===== src/rtl/spi_regif_pkg.sv =====
package spi_regif_pkg;

    localparam int DATA_W = 16;
    localparam int ADDR_W = 5;

    localparam logic [ADDR_W-1:0] A_DAC_IN   = 5'h01;
    localparam logic [ADDR_W-1:0] A_DAC_CFG  = 5'h06;
    localparam logic [ADDR_W-1:0] A_KEY      = 5'h08;
    localparam logic [ADDR_W-1:0] A_DIAG_CFG = 5'h10;
    localparam logic [ADDR_W-1:0] A_RB_SEL   = 5'h13;
    localparam logic [ADDR_W-1:0] A_DIAG_RES = 5'h14;
    localparam logic [ADDR_W-1:0] A_STATUS   = 5'h16;

    localparam logic [DATA_W-1:0] K_RST_FIRST  = 16'h15FA;
    localparam logic [DATA_W-1:0] K_RST_SECOND = 16'hAF51;
    localparam logic [DATA_W-1:0] K_CAL        = 16'hFCBA;
    localparam logic [DATA_W-1:0] K_WDT        = 16'h0D06;
    localparam logic [DATA_W-1:0] CRC_OFF_CODE = 16'h5C3A;

    localparam int FLAG_W = 3;
    localparam logic [FLAG_W-1:0] FLAGS_RESET = 3'b100;

    typedef enum logic { LINK_IDLE, LINK_SHIFT } link_state_t;
    typedef enum logic { KEY_IDLE,  KEY_ARMED  } key_state_t;
    typedef enum logic { CAL_IDLE,  CAL_RUN    } cal_state_t;

endpackage


===== src/rtl/spi_regif_link.sv =====
module spi_regif_link
    import spi_regif_pkg::*;
#(
    parameter int FRAME_BITS = 32,
    parameter int KEEP_BITS  = 24
) (
    input  logic                  clk,
    input  logic                  rst_n,
    input  logic                  sclk,
    input  logic                  cs_n,
    input  logic                  mosi,
    input  logic [FRAME_BITS-1:0] tx_word,
    output logic                  miso,
    output logic                  frame_done,
    output logic [KEEP_BITS-1:0]  rx_word
);
    localparam int CNT_W = $clog2(FRAME_BITS + 2);

    logic [2:0] sclk_q;
    logic [2:0] cs_q;
    logic [1:0] mosi_q;
    logic       sclk_rise, sclk_fall, cs_fall, cs_rise;

    link_state_t            state_q, state_d;
    logic [FRAME_BITS-1:0]  rx_q, tx_q;
    logic [CNT_W-1:0]       cnt_q;

    always_ff @(posedge clk or negedge rst_n) begin
        if (!rst_n) begin
            sclk_q <= '0;
            cs_q   <= '1;
            mosi_q <= '0;
        end else begin
            sclk_q <= {sclk_q[1:0], sclk};
            cs_q   <= {cs_q[1:0], cs_n};
            mosi_q <= {mosi_q[0], mosi};
        end
    end

    assign sclk_rise = sclk_q[1] & ~sclk_q[2];
    assign sclk_fall = ~sclk_q[1] & sclk_q[2];
    assign cs_fall   = ~cs_q[1] & cs_q[2];
    assign cs_rise   = cs_q[1] & ~cs_q[2];

    always_ff @(posedge clk or negedge rst_n) begin
        if (!rst_n) state_q <= LINK_IDLE;
        else        state_q <= state_d;
    end

    always_comb begin
        state_d = state_q;
        unique case (state_q)
            LINK_IDLE:  if (cs_fall) state_d = LINK_SHIFT;
            LINK_SHIFT: if (cs_rise) state_d = LINK_IDLE;
        endcase
    end

    always_ff @(posedge clk or negedge rst_n) begin
        if (!rst_n) begin
            rx_q       <= '0;
            tx_q       <= '0;
            cnt_q      <= '0;
            frame_done <= 1'b0;
        end else begin
            frame_done <= (state_q == LINK_SHIFT) && cs_rise &&
                          (cnt_q == CNT_W'(FRAME_BITS));
            if (cs_fall) begin
                tx_q  <= tx_word;
                cnt_q <= '0;
            end else if (state_q == LINK_SHIFT) begin
                if (sclk_rise) begin
                    rx_q <= {rx_q[FRAME_BITS-2:0], mosi_q[1]};
                    if (cnt_q <= CNT_W'(FRAME_BITS)) cnt_q <= cnt_q + 1'b1;
                end
                if (sclk_fall) tx_q <= {tx_q[FRAME_BITS-2:0], 1'b0};
            end
        end
    end

    assign miso    = tx_q[FRAME_BITS-1];
    assign rx_word = rx_q[FRAME_BITS-1 -: KEEP_BITS];

endmodule


===== src/rtl/spi_regif_keyseq.sv =====
module spi_regif_keyseq
    import spi_regif_pkg::*;
(
    input  logic              clk,
    input  logic              rst_n,
    input  logic              key_wr,
    input  logic [DATA_W-1:0] key_val,
    output logic              soft_rst,
    output logic              cal_go,
    output logic              wdt_go,
    output logic              bad_key
);
    key_state_t state_q, state_d;

    always_ff @(posedge clk or negedge rst_n) begin
        if (!rst_n) state_q <= KEY_IDLE;
        else        state_q <= state_d;
    end

    always_comb begin
        state_d  = state_q;
        soft_rst = 1'b0;
        cal_go   = 1'b0;
        wdt_go   = 1'b0;
        bad_key  = 1'b0;
        if (key_wr) begin
            state_d = KEY_IDLE;
            case (key_val)
                K_RST_FIRST:  state_d = KEY_ARMED;
                K_RST_SECOND: begin
                    if (state_q == KEY_ARMED) soft_rst = 1'b1;
                    else                      bad_key  = 1'b1;
                end
                K_CAL:        cal_go  = 1'b1;
                K_WDT:        wdt_go  = 1'b1;
                default:      bad_key = 1'b1;
            endcase
        end
    end

endmodule


===== src/rtl/spi_regif_caltimer.sv =====
module spi_regif_caltimer
    import spi_regif_pkg::*;
#(
    parameter int CYCLES = 800
) (
    input  logic clk,
    input  logic rst_n,
    input  logic clr,
    input  logic start,
    output logic busy
);
    localparam int CW = (CYCLES > 1) ? $clog2(CYCLES) : 1;

    cal_state_t    state_q, state_d;
    logic [CW-1:0] cnt_q;

    always_ff @(posedge clk or negedge rst_n) begin
        if (!rst_n) state_q <= CAL_IDLE;
        else        state_q <= state_d;
    end

    always_comb begin
        state_d = state_q;
        unique case (state_q)
            CAL_IDLE: if (!clr && start) state_d = CAL_RUN;
            CAL_RUN:  if (clr)                      state_d = CAL_IDLE;
                      else if (!start && cnt_q == '0) state_d = CAL_IDLE;
        endcase
    end

    always_ff @(posedge clk or negedge rst_n) begin
        if (!rst_n)                                   cnt_q <= '0;
        else if (clr)                                 cnt_q <= '0;
        else if (start)                               cnt_q <= CW'(CYCLES - 1);
        else if (state_q == CAL_RUN && cnt_q != '0)   cnt_q <= cnt_q - 1'b1;
    end

    assign busy = (state_q == CAL_RUN);

endmodule


===== src/rtl/spi_regif.sv =====
module spi_regif
    import spi_regif_pkg::*;
#(
    parameter int FRAME_BITS = 32,
    parameter int CAL_CYCLES = 800
) (
    input  logic        clk,
    input  logic        rst_n,
    input  logic        sclk,
    input  logic        cs_n,
    input  logic        mosi,
    output logic        miso,
    output logic [15:0] dac_code,
    output logic [15:0] dac_cfg,
    output logic        crc_en,
    output logic        wdt_kick
);
    localparam int KEEP_BITS = FRAME_BITS - 8;
    localparam int PAD_BITS  = FRAME_BITS - 8 - DATA_W;

    logic [KEEP_BITS-1:0]  rx_word;
    logic [FRAME_BITS-1:0] tx_word;
    logic                  frame_done;

    logic                  frm_valid, wr_en, key_wr, cfg_retrig;
    logic [ADDR_W-1:0]     frm_addr;
    logic [DATA_W-1:0]     frm_data;
    logic                  soft_rst, cal_go, wdt_go, bad_key, cal_busy;

    logic [DATA_W-1:0]     dac_in_q, dac_cfg_q, diag_cfg_q, rdata;
    logic [ADDR_W-1:0]     rb_sel_q;
    logic [FLAG_W-1:0]     flags_q, flags_d;

    spi_regif_link #(.FRAME_BITS(FRAME_BITS), .KEEP_BITS(KEEP_BITS)) u_link (
        .clk        (clk),
        .rst_n      (rst_n),
        .sclk       (sclk),
        .cs_n       (cs_n),
        .mosi       (mosi),
        .tx_word    (tx_word),
        .miso       (miso),
        .frame_done (frame_done),
        .rx_word    (rx_word)
    );

    assign frm_valid  = rx_word[KEEP_BITS-1] && (rx_word[KEEP_BITS-2 -: 2] == 2'b00);
    assign frm_addr   = rx_word[DATA_W +: ADDR_W];
    assign frm_data   = rx_word[DATA_W-1:0];
    assign wr_en      = frame_done && frm_valid;
    assign key_wr     = wr_en && (frm_addr == A_KEY);
    assign cfg_retrig = wr_en && (frm_addr == A_DAC_CFG) &&
                        ((frm_data[3:0]  != dac_cfg_q[3:0]) ||
                         (frm_data[15:8] != dac_cfg_q[15:8]));

    spi_regif_keyseq u_keys (
        .clk      (clk),
        .rst_n    (rst_n),
        .key_wr   (key_wr),
        .key_val  (frm_data),
        .soft_rst (soft_rst),
        .cal_go   (cal_go),
        .wdt_go   (wdt_go),
        .bad_key  (bad_key)
    );

    spi_regif_caltimer #(.CYCLES(CAL_CYCLES)) u_cal (
        .clk   (clk),
        .rst_n (rst_n),
        .clr   (soft_rst),
        .start (cal_go | cfg_retrig),
        .busy  (cal_busy)
    );

    always_comb begin
        flags_d = flags_q;
        if (wr_en && frm_addr == A_DIAG_RES) flags_d = flags_q & ~frm_data[FLAG_W-1:0];
        if (frame_done && !frm_valid)        flags_d[0] = 1'b1;
        if (bad_key)                         flags_d[1] = 1'b1;
    end

    always_ff @(posedge clk or negedge rst_n) begin
        if (!rst_n) begin
            dac_in_q   <= '0;
            dac_cfg_q  <= '0;
            diag_cfg_q <= '0;
            rb_sel_q   <= '0;
            flags_q    <= FLAGS_RESET;
        end else if (soft_rst) begin
            dac_in_q   <= '0;
            dac_cfg_q  <= '0;
            diag_cfg_q <= '0;
            rb_sel_q   <= '0;
            flags_q    <= FLAGS_RESET;
        end else begin
            flags_q <= flags_d;
            if (wr_en) begin
                case (frm_addr)
                    A_DAC_IN:   dac_in_q   <= frm_data;
                    A_DAC_CFG:  dac_cfg_q  <= frm_data;
                    A_DIAG_CFG: diag_cfg_q <= frm_data;
                    A_RB_SEL:   rb_sel_q   <= frm_data[ADDR_W-1:0];
                    default:    ;
                endcase
            end
        end
    end

    assign crc_en = (diag_cfg_q != CRC_OFF_CODE);

    always_comb begin
        case (rb_sel_q)
            A_DAC_IN:   rdata = dac_in_q;
            A_DAC_CFG:  rdata = dac_cfg_q;
            A_DIAG_CFG: rdata = diag_cfg_q;
            A_RB_SEL:   rdata = {{(DATA_W-ADDR_W){1'b0}}, rb_sel_q};
            A_DIAG_RES: rdata = {cal_busy, {(DATA_W-1-FLAG_W){1'b0}}, flags_q};
            A_STATUS:   rdata = {{(DATA_W-2){1'b0}}, cal_busy, crc_en};
            default:    rdata = '0;
        endcase
    end

    assign tx_word  = {{PAD_BITS{1'b0}}, rdata, 8'h00};
    assign dac_code = dac_in_q;
    assign dac_cfg  = dac_cfg_q;
    assign wdt_kick = wdt_go;

endmodule


===== config.mk =====
export PLATFORM = sky130hd
export DESIGN_NAME = spi_regif
export DESIGN_NICKNAME = d
export VERILOG_FILES = /design/src/rtl/spi_regif_pkg.sv /design/src/rtl/spi_regif_link.sv /design/src/rtl/spi_regif_keyseq.sv /design/src/rtl/spi_regif_caltimer.sv /design/src/rtl/spi_regif.sv
export SDC_FILE = /design/constraint.sdc
export NUM_CORES = 1
export LEC_CHECK = 0
export ABC_AREA = 0
export BUFFER_PORTS_ARGS = -buffer_cell sky130_fd_sc_hd__buf_4
export CORE_MARGIN = 4
export CORE_UTILIZATION = 45
export DETAILED_ROUTE_END_ITERATION = 8
export HOLD_SLACK_MARGIN = 0.15
export PLACE_DENSITY = 0.74
export SYNTH_ARGS = -nofsm -noshare
export SYNTH_HDL_FRONTEND = slang
export SYNTH_SLANG_ARGS = --single-unit

===== constraint.sdc =====
create_clock -name clk -period 2 [get_ports clk]
set_input_delay 0.4 -clock clk [delete_from_list [all_inputs] [get_ports clk]]
set_output_delay 0.4 -clock clk [all_outputs]
set_load 0.03 [all_outputs]

==> parameters.txt <==
Parameter                              Value

Power
  Total internal power ... 5.84 mW
  Portion of total power attributed to the clock network ... 54.0%
  Fraction of power consumed by combinational cells ... 4.6%
  Pleak ... 3.92 nW
  PD cells ... 854 nW/um^2
  Sequential group share of total power ... 41.4%
  Net Switching ... 1.49 mW
  VDD IR-drop max ... 0.000621 V
  Proportion of total power due to net switching ... 20.3%
  Total power ... 7.33 mW

STA
  Highest attainable clock frequency ... 436 MHz
  Final-report hold violation count ... 0
  # setup viols final ... 4
  Slew at the pin closest to its max-slew limit ... 0.637 ns
  Clk_skew ... 0.00752 ns
  Share of the clock period used by the worst path after layout ... 115%
  Minimum clock period ... 2.29 ns
  Worst path setup slack after routing ... -0.291 ns
  RSZ-0062 raised after global routing ... yes
  Worst slew margin ... 57.1%
  Post-route worst hold slack ... 0.354 ns
  Slew Limit Fails ... 0

Setup path
  Maximum fanout encountered on the critical timing path ... 2
  Slowest stage cell on the critical path ... dfrtp_1
  Endpoint class of the critical path ... output pin
  CP cell instances ... nor4_4 -> and4b_1 -> nand4b_1 -> nor4_4 -> buf_4
  Buffer and inverter count on the worst path ... 1
  CP max stage delay ... 0.41 ns
  Startpoint type of the worst setup path ... flip-flop
  Cell mode on critical path ... nor4_4
  Largest delay share family, worst path ... simple AND/OR/NAND/NOR gates
  CP Class ... reg2out
  Endpoint required time on the critical path ... 1.60 ns
  Arrival time worst endpoint ... 1.89 ns

Drt
  Antenna violation net count after detailed routing ... 0
  1st-pass router iterations ... 9
  Vias after detailed routing ... 5627
  Number of DRC markers in iteration 0 ... 649
  Average wire per standard cell ... 18.5 um
  Wirelength, routed ... 17.8 mm
  Post-route DRC ... 0
  Mean number of vias per cell ... 5.86

Global route
  Total global-route track usage ... 22.6%
  First-pass GRT wire length ... 29.3 mm
  Number of antenna violations at the first check in global routing ... 0
  Total congestion overflow after global routing ... 0
  Pin count of the biggest net entering global routing ... 55
  Vias in the first global route ... 5722

Synthesis
  Proportion of synthesized area in mux cells ... 6.37%
  Synthesized-area fraction occupied by ao, oa, aoi and oai cells ... 13.2%
  Largest family of logic cells by synthesized area ... simple AND/OR/NAND/NOR gates
  Mean Syn Cell Area ... 9.70 um^2
  Cell area after technology mapping ... 6600 um^2
  Async set-or-reset flop fraction in the synthesized netlist ... 100%
  Post-synth EDFFs ... 0
  Predominant post-synthesis flop cell ... dfrtp_1
  Warnings from Yosys ... 0
  Parity-gate share of the synthesized area counting xor and xnor cells ... 2.26%
  Number of library cell types mapped by synthesis ... 61
  Sequential share of the synthesized area ... 53.2%
  Adder-cell share of the synthesized area ... 0.910%
  Synthesized netlist net count ... 689
  Fraction of the mapped netlist area in simple logic gates ... 20.5%
  Cells after Synth ... 680
  Flip-flop and latch count after synthesis ... 140

Clock network
  CTS buffer count ... 17
  Clk root buf ... clkbuf_16
  Clock-pin slew of the registers on the worst-case setup and hold paths ... 0.06 ns
  Max H-tree Level ... 4
  Clock latency reported for the late side of the worst-skew pair ... 0.42 ns
  # clock sinks ... 140
  CTS max path bufs ... 2
  Clock tree from TritonCTS ... yes

Layout
  Number of fillers in the final layout ... 1103
  Final #Nets ... 777
  Number of antenna repair diodes ... 0
  FF+latch area ... 3510 um^2
  Share of cells above drive strength 1 ... 28.7%
  Total area of multi-input combinational cells ... 3020 um^2
  Synthesis-to-layout area growth ... 30.1%

Status
  Status ... finished with violations
  Failing checks ... setup timing

Die
  Die ar. ... 16700 um^2
  X dimension of the die ... 129 um
  Vertical die dimension ... 129 um
  Initial cell density of the core ... 46.8%
  Site row count ... 43
  Placeable core region ... 14100 um^2
  # IOs ... 40

Placement
  Weighted congestion reported at the end of routability-driven placement ... 0.876
  Port Buf Inserts ... 39
  DPL Wire Length ... 11.4 mm

Run
  Number of max-cap violations ... 0

Hold path
  Worst min-delay path class ... reg2reg
cell usage after synthesis (all sizes together), types with 7 or more instances:
cell | n | share of area, %
o21ai | 44 | 3.3
nor2 | 43 | 2.5
inv | 12 | 0.68
a222oi | 11 | 1.7
nand2 | 135 | 7.7
nand2b | 16 | 1.5
dfrtp | 136 | 52
buf | 7 | 0.53
mux2 | 32 | 5.5
nor4 | 9 | 0.95
nor2b | 7 | 0.66
a21oi | 71 | 5.4
nor3 | 9 | 0.76
xor2 | 15 | 2.0
clkbuf | 43 | 2.4
cells in the final DEF, fill, tap and decap left out, types with 5 or more instances in the layout:
cell	instances
nor3_1	7
and3_1	5
buf_12	6
nor2b_1	7
nand2_1	134
a21oi_1	64
dfrtp_1	133
nor4_1	5
clkbuf_16	17
buf_4	100
inv_1	10
buf_6	7
nand4_1	5
nand3_1	6
a222oi_1	11
mux2_2	31
xor2_1	15
nor2_1	41
o21ai_0	34
and4b_1	5
o21ai_1	9
mux2i_1	6
a21oi_2	6
nand2b_1	15
bufinv_16	9
what timing repair did:
item | 4_1_cts | 5_1_grt
hold buffers | 4 | 0
setup buffers | 19 | 6
pin swaps | 11 | 6
hold endpoints to repair | 32 | 0
gates cloned | 3 | 0
resized for setup | 33 | 11
endpoints found under the setup margin | 7 | 74
logic make-up after synthesis:
| family | Yosys count |
|---|---|
| simple gates | 271 |
| flops | 140 |
| xor+xnor | 17 |
| fa+ha+maj | 5 |
| buf+inv | 62 |
| mux | 38 |
| compound gates | 147 |
routing by layer:
layer  GRT usage, %  routed length, um
met1           28.2               7170
met2           37.8               8880
met3           5.23               1200
met4           9.45                507
met5              0                  0
final cells by class:
cell class                 instances  share of cell area [%]
tap                              180                    2.62
multi-input combinational        478                    35.1
timing repair buffer             119                    12.2
inverter                          12                   0.525
sequential                       140                    40.9
clock buffer                      17                    4.96
clock inverter                    15                    3.66
power groups by stage:
stage	Clock (mW)	Combinational, mW	Sequential [mW]
6_report	3.96	0.339	3.03
5_1_grt	4.11	0.386	3.05
4_1_cts	4.00	0.338	3.03
3_5_place_dp	0	0.322	3.08
3_3_place_gp	0	0.309	3.07
2_1_floorplan	0	0.191	3.06
final timing paths:
path	from	end	slack [ns]	cells after the start
setup reg to reg	u_cal.cnt_q[1]$_DFFE_PN0P_	u_cal.cnt_q[1]$_DFFE_PN0P_	-0.10	7
setup / recovery	u_link.rx_q[20]$_DFFE_PN0P_	wdt_kick	-0.29	5
min in group asynchronous	rst_n	u_cal.cnt_q[8]$_DFFE_PN0P_	0.44	2
hold / removal	u_link.sclk_q[0]$_DFF_PN0_	u_link.sclk_q[1]$_DFF_PN0_	0.35	0
max in group asynchronous	rst_n	flags_q[2]$_DFFE_PN1P_	0.92	3
hold reg to reg	u_link.sclk_q[0]$_DFF_PN0_	u_link.sclk_q[1]$_DFF_PN0_	0.35	0
flip-flops by register name, summed over array words and instances, names as in the netlist:
signal and cells:
u_cal.busy 1, flags_q 3, u_keys.state_q 1, u_link.rx_q 32
u_cal.cnt_q 10, u_link.state_q 1, rb_sel_q 5, u_link.frame_done 1
u_link.sclk_q 3, u_link.cnt_q 6, diag_cfg_q 16, u_link.tx_q 24
dac_code 16, u_link.mosi_q 2, dac_cfg 16, u_link.cs_q 3
through the flow:
| stage | setup slack [ns] | utilization (%) | setup TNS (ns) | cell area, um^2 | cells |
|---|---|---|---|---|---|
| after floorplan | -0.113 | - | -0.198 | 6650 | 680 |
| after global placement | -0.0852 | 53.1 | -0.137 | 7480 | 907 |
| after detailed placement | -0.147 | 53.1 | -0.287 | 7480 | 907 |
| after CTS | -0.312 | 60.8 | -1.40 | 8570 | 961 |
| after global routing | -0.377 | 60.9 | -0.815 | 8580 | 961 |
| final | -0.291 | 60.9 | -0.563 | 8580 | 961 |
Power figures use the tool's default switching activity.
